## config.mk

```make
export PLATFORM = sky130hd
export DESIGN_NAME = mseq_top
export DESIGN_NICKNAME = d
export VERILOG_FILES = /design/src/rtl/mseq_pkg.sv /design/src/rtl/mseq_cond.sv /design/src/rtl/mseq_dispatch.sv /design/src/rtl/mseq_rstack.sv /design/src/rtl/mseq_top.sv
export SDC_FILE = /design/constraint.sdc
export NUM_CORES = 1
export LEC_CHECK = 0
export ABC_CLOCK_PERIOD_IN_PS = 8700
export BUFFER_PORTS_ARGS = -buffer_cell sky130_fd_sc_hd__buf_2
export CAP_MARGIN = 20
export CORE_UTILIZATION = 49
export DETAILED_ROUTE_END_ITERATION = 10
export GPL_TIMING_DRIVEN = 1
export MAX_ROUTING_LAYER = met4
export PLACE_DENSITY = 0.86
export SETUP_SLACK_MARGIN = 0.4
export SLEW_MARGIN = 20
export SYNTH_ARGS = -nofsm -noshare
export SYNTH_HDL_FRONTEND = slang
export SYNTH_SLANG_ARGS = --single-unit
```

## constraint.sdc

```tcl
create_clock -name clk -period 8.7 [get_ports clk]
set_clock_uncertainty 0.1 [all_clocks]
set_input_delay 0.87 -clock clk [delete_from_list [all_inputs] [get_ports clk]]
set_output_delay 0.87 -clock clk [all_outputs]
set_load 0.02 [all_outputs]
```

## src/rtl/mseq_pkg.sv

```systemverilog
package mseq_pkg;

    typedef enum logic [2:0] {
        OP_NEXT   = 3'd0,
        OP_REPEAT = 3'd1,
        OP_GOTO   = 3'd2,
        OP_CALL   = 3'd3,
        OP_RET    = 3'd4,
        OP_FORK   = 3'd5,
        OP_RSV6   = 3'd6,
        OP_RSV7   = 3'd7
    } seq_op_e;

    typedef enum logic {
        ST_RUN   = 1'b0,
        ST_FAULT = 1'b1
    } seq_state_e;

endpackage

```

## src/rtl/mseq_cond.sv

```systemverilog
module mseq_cond #(
    parameter int COND_N = 16,
    localparam int SEL_W = $clog2(COND_N)
) (
    input  logic [COND_N-1:0] cond_i,
    input  logic [SEL_W-1:0]  sel_i,
    input  logic              inv_i,
    output logic              hit_o
);
    always_comb begin
        hit_o = cond_i[sel_i] ^ inv_i;
    end
endmodule

```

## src/rtl/mseq_dispatch.sv

```systemverilog
module mseq_dispatch #(
    parameter int OP_W        = 8,
    parameter int UADDR_W     = 8,
    parameter int UCODE_DEPTH = 240,
    parameter int BAD_ADDR    = 13,
    parameter int N_PAT       = 4,
    parameter logic [N_PAT*OP_W-1:0]    PAT_MATCH = '0,
    parameter logic [N_PAT*OP_W-1:0]    PAT_MASK  = '0,
    parameter logic [N_PAT*UADDR_W-1:0] PAT_ADDR  = '0
) (
    input  logic [OP_W-1:0]    opcode_i,
    output logic [UADDR_W-1:0] addr_o,
    output logic               valid_o
);
    // Pattern hits are found in parallel; the highest-numbered hit wins.
    logic [N_PAT-1:0] hit;

    for (genvar g = 0; g < N_PAT; g++) begin : g_pat
        assign hit[g] = ((opcode_i ^ PAT_MATCH[g*OP_W +: OP_W])
                         & PAT_MASK[g*OP_W +: OP_W]) == '0;
    end

    always_comb begin
        addr_o = UADDR_W'(BAD_ADDR);
        for (int i = 0; i < N_PAT; i++) begin
            if (hit[i]) begin
                addr_o = PAT_ADDR[i*UADDR_W +: UADDR_W];
            end
        end
        valid_o = ({1'b0, addr_o} < (UADDR_W+1)'(UCODE_DEPTH));
    end
endmodule

```

## src/rtl/mseq_rstack.sv

```systemverilog
module mseq_rstack #(
    parameter int DEPTH = 4,
    parameter int W     = 8,
    localparam int CNT_W = $clog2(DEPTH + 1),
    localparam int IDX_W = $clog2(DEPTH)
) (
    input  logic         clk,
    input  logic         rst,
    input  logic         push_i,
    input  logic         pop_i,
    input  logic [W-1:0] din_i,
    output logic [W-1:0] top_o,
    output logic         full_o,
    output logic         empty_o
);
    logic [W-1:0]     mem [DEPTH];
    logic [CNT_W-1:0] cnt;
    logic [IDX_W-1:0] wr_idx;
    logic [IDX_W-1:0] rd_idx;

    assign wr_idx  = cnt[IDX_W-1:0];
    assign rd_idx  = IDX_W'(cnt - CNT_W'(1));
    assign full_o  = (cnt == CNT_W'(DEPTH));
    assign empty_o = (cnt == '0);
    assign top_o   = mem[rd_idx];

    always_ff @(posedge clk) begin
        if (rst) begin
            cnt <= '0;
        end else if (push_i) begin
            cnt <= cnt + CNT_W'(1);
        end else if (pop_i) begin
            cnt <= cnt - CNT_W'(1);
        end
    end

    for (genvar g = 0; g < DEPTH; g++) begin : g_ent
        always_ff @(posedge clk) begin
            if (push_i && wr_idx == IDX_W'(g)) begin
                mem[g] <= din_i;
            end
        end
    end
endmodule

```

## src/rtl/mseq_top.sv

```systemverilog
module mseq_top
    import mseq_pkg::*;
#(
    parameter int UWORD_W     = 80,
    parameter int UADDR_W     = 8,
    parameter int OP_W        = 8,
    parameter int ILPC_W      = 10,
    parameter int COND_N      = 16,
    parameter int STACK_D     = 4,
    parameter int UCODE_DEPTH = 240,
    parameter int ERR_ADDR    = 12,
    parameter int BAD_ADDR    = 13,
    parameter int N_PAT       = 4,
    parameter logic [N_PAT*OP_W-1:0]    PAT_MATCH = {8'hF0, 8'h12, 8'h00, 8'h00},
    parameter logic [N_PAT*OP_W-1:0]    PAT_MASK  = {8'hF0, 8'hFF, 8'hFF, 8'hF8},
    parameter logic [N_PAT*UADDR_W-1:0] PAT_ADDR  = {8'd250, 8'd30, 8'd20, 8'd14},
    localparam int SEL_W     = $clog2(COND_N),
    localparam int F_SEL_LO  = 3,
    localparam int F_INV     = F_SEL_LO + SEL_W,
    localparam int F_LD      = F_INV + 1,
    localparam int F_TGT_LO  = F_LD + 1,
    localparam int F_CTL_LO  = F_TGT_LO + UADDR_W,
    localparam int CTRL_W    = UWORD_W - F_CTL_LO
) (
    input  logic               clk,
    input  logic               rst,
    input  logic [UWORD_W-1:0] uword_i,
    output logic [UADDR_W-1:0] upc_o,
    input  logic [COND_N-1:0]  cond_i,
    input  logic [OP_W-1:0]    il_data_i,
    output logic [ILPC_W-1:0]  il_pc_o,
    output logic [OP_W-1:0]    opcode_o,
    output logic [CTRL_W-1:0]  ctrl_o,
    output logic               err_o
);
    // Microword field split
    seq_op_e            op;
    logic [SEL_W-1:0]   sel;
    logic               inv;
    logic               ld;
    logic [UADDR_W-1:0] tgt;

    assign op     = seq_op_e'(uword_i[2:0]);
    assign sel    = uword_i[F_SEL_LO +: SEL_W];
    assign inv    = uword_i[F_INV];
    assign ld     = uword_i[F_LD];
    assign tgt    = uword_i[F_TGT_LO +: UADDR_W];
    assign ctrl_o = uword_i[UWORD_W-1:F_CTL_LO];

    // Registers
    logic [UADDR_W-1:0] upc_q, upc_d, upc_inc;
    logic [ILPC_W-1:0]  ilpc_q;
    logic [OP_W-1:0]    opc_q;
    seq_state_e         state_q, state_d;

    assign upc_inc = upc_q + UADDR_W'(1);

    // Condition selection
    logic cond_hit;
    mseq_cond #(.COND_N(COND_N)) u_cond (
        .cond_i (cond_i),
        .sel_i  (sel),
        .inv_i  (inv),
        .hit_o  (cond_hit)
    );

    // Opcode map
    logic [UADDR_W-1:0] map_addr;
    logic               map_ok;
    mseq_dispatch #(
        .OP_W        (OP_W),
        .UADDR_W     (UADDR_W),
        .UCODE_DEPTH (UCODE_DEPTH),
        .BAD_ADDR    (BAD_ADDR),
        .N_PAT       (N_PAT),
        .PAT_MATCH   (PAT_MATCH),
        .PAT_MASK    (PAT_MASK),
        .PAT_ADDR    (PAT_ADDR)
    ) u_map (
        .opcode_i (opc_q),
        .addr_o   (map_addr),
        .valid_o  (map_ok)
    );

    // Return stack
    logic               push, pop, stk_full, stk_empty;
    logic [UADDR_W-1:0] stk_top;
    mseq_rstack #(.DEPTH(STACK_D), .W(UADDR_W)) u_stack (
        .clk     (clk),
        .rst     (rst),
        .push_i  (push),
        .pop_i   (pop),
        .din_i   (upc_inc),
        .top_o   (stk_top),
        .full_o  (stk_full),
        .empty_o (stk_empty)
    );

    // Next-address selection
    logic fault;
    always_comb begin
        upc_d = upc_inc;
        push  = 1'b0;
        pop   = 1'b0;
        fault = 1'b0;
        unique case (op)
            OP_NEXT, OP_RSV6, OP_RSV7: begin
                upc_d = upc_inc;
            end
            OP_REPEAT: begin
                upc_d = cond_hit ? upc_q : upc_inc;
            end
            OP_GOTO: begin
                upc_d = cond_hit ? tgt : upc_inc;
            end
            OP_CALL: begin
                if (cond_hit) begin
                    if (stk_full) begin
                        fault = 1'b1;
                    end else begin
                        push  = 1'b1;
                        upc_d = tgt;
                    end
                end
            end
            OP_RET: begin
                if (cond_hit) begin
                    if (stk_empty) begin
                        fault = 1'b1;
                    end else begin
                        pop   = 1'b1;
                        upc_d = stk_top;
                    end
                end
            end
            OP_FORK: begin
                if (map_ok) begin
                    upc_d = map_addr;
                end else begin
                    fault = 1'b1;
                end
            end
        endcase
        if (fault) begin
            upc_d = UADDR_W'(ERR_ADDR);
        end
    end

    // Datapath registers
    always_ff @(posedge clk) begin
        if (rst) begin
            upc_q  <= '0;
            ilpc_q <= '0;
            opc_q  <= '0;
        end else begin
            upc_q <= upc_d;
            if (ld) begin
                opc_q  <= il_data_i;
                ilpc_q <= ilpc_q + ILPC_W'(1);
            end
        end
    end

    // Controller state register
    always_ff @(posedge clk) begin
        if (rst) begin
            state_q <= ST_RUN;
        end else begin
            state_q <= state_d;
        end
    end

    always_comb begin
        unique case (state_q)
            ST_RUN:   state_d = fault ? ST_FAULT : ST_RUN;
            ST_FAULT: state_d = ST_FAULT;
        endcase
    end

    // Outputs
    always_comb begin
        upc_o    = upc_q;
        il_pc_o  = ilpc_q;
        opcode_o = opc_q;
        err_o    = (state_q == ST_FAULT);
    end
endmodule

```

==> flow_summary.json <==
{
  "status": "complete, but fails checks",
  "violations": "design-rule violations",
  "clockRootBuffer": "clkbuf_8",
  "cts_hold_buf": 0,
  "clkPwrFrac": 0.373,
  "maxCapViolCount": 0,
  "postSynthCellCount": 367,
  "holdCritStartpoint": "err_o",
  "syn_nets": 480,
  "area_delta_synth_final_pct": 4.07,
  "relSlewSlack": 0.363,
  "reg2reg_slack_ps": 5480,
  "htreeDepth": 3,
  "hold_viol": 0,
  "grt_setup_unrepaired": "no",
  "dpl-instance-area_mm2": 0.00363,
  "clk_pin_slew_worst_paths_ps": 70,
  "worst-path-buf-inv": 1,
  "ys_warn_count": 0,
  "tightest_slew_ps": 952,
  "pin_count": 196,
  "drt_iter0_markers": 266,
  "reg2reg_from": "u_stack.cnt[0]",
  "grtUsageTotal": 0.231,
  "synth_seq_cells": 62,
  "grt_pass1_wl_mm": 12.9,
  "gr-total-overflow": 0,
  "drtPass1Iterations": 9,
  "dp.cells": 457,
  "finalSetupTns_ps": 0,
  "p_leak_nw": 1.60,
  "grt_pass1_vias": 2622,
  "clock_latency_ps": 340,
  "grt_antenna_before_repair": 0,
  "ctsResizeCount": 0,
  "routed_wl_mm": 8.28,
  "finalInstanceArea_mm2": 0.00384,
  "whs_endpoint": "err_o",
  "diodes": 0,
  "postRouteAntennaNets": 0,
  "hold_class": "reg2reg",
  "drc_errors": 2,
  "slowest_delay_ps": 780,
  "gp_congestion": 0.887,
  "drv_slew": 0,
  "power_density_mw_per_mm2": 190,
  "synthArstFlopShare": 0,
  "power_frac_comb": 0.166,
  "worstPathArrival_ps": 3450,
  "fmax_mhz": 300,
  "syn_area_mm2": 0.00369,
  "drive_gt1_frac": 0.257,
  "yosys_most_used_dff": "edfxtp_1",
  "path_delay_family": "multiplexers",
  "critPathSlowestCell": "xor2_1",
  "via_count": 2787,
  "p_total_w": 0.000729,
  "seqPwrFrac": 0.461,
  "stdcell_count": 473,
  "core-area_mm2": 0.00725,
  "peakVddDrop_mv": 0.0888,
  "p_int_w": 0.000529,
  "rr_worst_depth": 8,
  "critPathMaxFanout": 13,
  "vias_per_cell": 5.89,
  "rows": 31,
  "hold-path-cell-count": 2,
  "clockBufferDepth": 2,
  "setup_viol": 0,
  "crit_required_ps": 8820,
  "worstPathCellList": "buf_2 -> mux2i_1 -> mux4_2 -> mux2i_2 -> xor2_1 -> nand2_2 -> a2111oi_1",
  "switching_share": 0.275,
  "path_class": "in2reg",
  "portBuffers": 69,
  "die_x_um": 88.8,
  "grt_max_degree": 26,
  "endpoint_kind": "register",
  "fin_nets": 482,
  "cts_inserted_buffers": 9,
  "synth_area_per_cell_um2": 10.1,
  "nFillCells": 640,
  "finalCriticalPeriod_ps": 3330,
  "synth-edff-count": 32,
  "cts.sinks": 62,
  "post-cts-setup-buffers": 0,
  "critical_path.startpoint_type": "input port",
  "ys_seq_area_frac": 0.423,
  "p_switching_w": 0.000201,
  "die_area_mm2": 0.00788,
  "finalCritPeriodShare": 0.383,
  "cts_tree": "built",
  "fp.dieH_um": 88.8,
  "synthDistinctLibCells": 47,
  "r2r-end": "upc_o[4]",
  "start_util": 0.509,
  "avgRoutedWirePerCell_um": 17.5,
  "hpwl_mm": 6.02
}
==> cell type report <==
type                       count  area, um^2  share of cell area
tap                           99         124              0.0323
sequential                    62        1560               0.407
inverter                       6        22.5             0.00587
timing repair buffer          70         353              0.0919
multi-input combinational    220        1570               0.408
clock buffer                   9         124              0.0323
clock inverter                 7        88.8              0.0231
==> worst max path at each step <==
stage                     startpoint                end  slack, ps  cells after the start
after floorplan           uword_i[5]  u_stack.mem[3][0]       5670                      7
after global placement    uword_i[5]  u_stack.mem[1][0]       5200                      6
after detailed placement  uword_i[5]           upc_o[1]       5040                      7
after CTS                 uword_i[5]           upc_o[1]       5380                      7
after global routing      uword_i[5]           upc_o[1]       5040                      7
final                     uword_i[5]           upc_o[1]       5370                      7
==> routing by layer <==
metal  vias up  global-route usage  wire (um)
li1       1256                   -          -
met1      1299               0.274       3290
met2       195               0.347       3920
met3        37              0.0784        813
met4         0               0.119        250
met5         -                   -          0
==> per-stage QoR <==
| stage | util | hold WS [ps] | worst slack (ps) |
|---|---|---|---|
| finish | 0.529 | 387 | 5370 |
| CTS | 0.529 | 391 | 5380 |
| detailed placement | 0.500 | 373 | 5040 |
| floorplan | - | 396 | 5670 |
| global placement | 0.500 | 367 | 5200 |
| global route | 0.529 | 421 | 5040 |
==> kinds of logic after synthesis <==
family	Yosys count	share of synthesized area
AO/OA/AOI/OAI	56	0.102
XOR/XNOR	17	0.0404
adder cells (fa/ha/maj)	7	0.0237
buffers and inverters	85	0.152
flip-flops	62	0.423
multiplexers	29	0.114
AND/OR/NAND/NOR	111	0.144
==> power by group through the flow <==
stage	clock network, W	logic, W	registers (W)
final	0.000272	0.000121	0.000336
after global routing	0.000286	0.000133	0.000338
after CTS	0.000274	0.000120	0.000336
after detailed placement	0	0.000119	0.000342
after global placement	0	0.000115	0.000342
after floorplan	0	0.000113	0.000348
==> layout by cell type, fill, tap and decap left out, types with 2 or more instances in the layout <==
master,Yosys,layout
a2111oi_0,2,2
and2_1,4,4
bufinv_16,0,2
a211oi_1,5,5
edfxtp_1,32,32
xnor2_1,6,6
a31oi_1,6,6
buf_2,2,69
xor2_1,11,11
nand2b_1,5,5
o31ai_1,3,3
o21ai_1,2,2
nor3_1,6,6
or3_1,4,4
a22oi_1,3,3
a221o_1,2,2
ha_1,7,7
inv_1,6,6
nor2_1,40,40
mux2i_1,18,18
clkinv_1,0,2
o21ai_0,14,14
a21oi_1,8,8
nand3_1,11,11
a2111oi_1,2,2
clkbuf_8,0,9
nor2b_1,5,5
nand2_1,18,18
and3_1,12,12
mux4_2,10,10
dfxtp_1,30,30
==> synth_stat cells, drive strengths merged, types with 7 or more instances <==
cell    count  area, um^2
ha          7        87.6
nand3      11        55.1
nand2      19        73.8
nor2       40         150
a21oi       8        40.0
clkbuf     12        45.0
mux4       10         225
o21ai      16        80.1
dfxtp      30         601
xor2       11        96.3
edfxtp     32         961
buf        67         494
and3       12        75.1
mux2i      19         194
==> registers in the layout (all words and copies together) (netlist names) <==
signal       flops
il_pc_o         10
err_o            1
opcode_o         8
u_stack.cnt      3
upc_o            8
u_stack.mem     32
==> worst min-delay path: stages, from the launching register on <==
cell and delay [ps]:
dfxtp_1 330, nor3_1 60, nor2_1 70
Power figures use the tool's default switching activity.
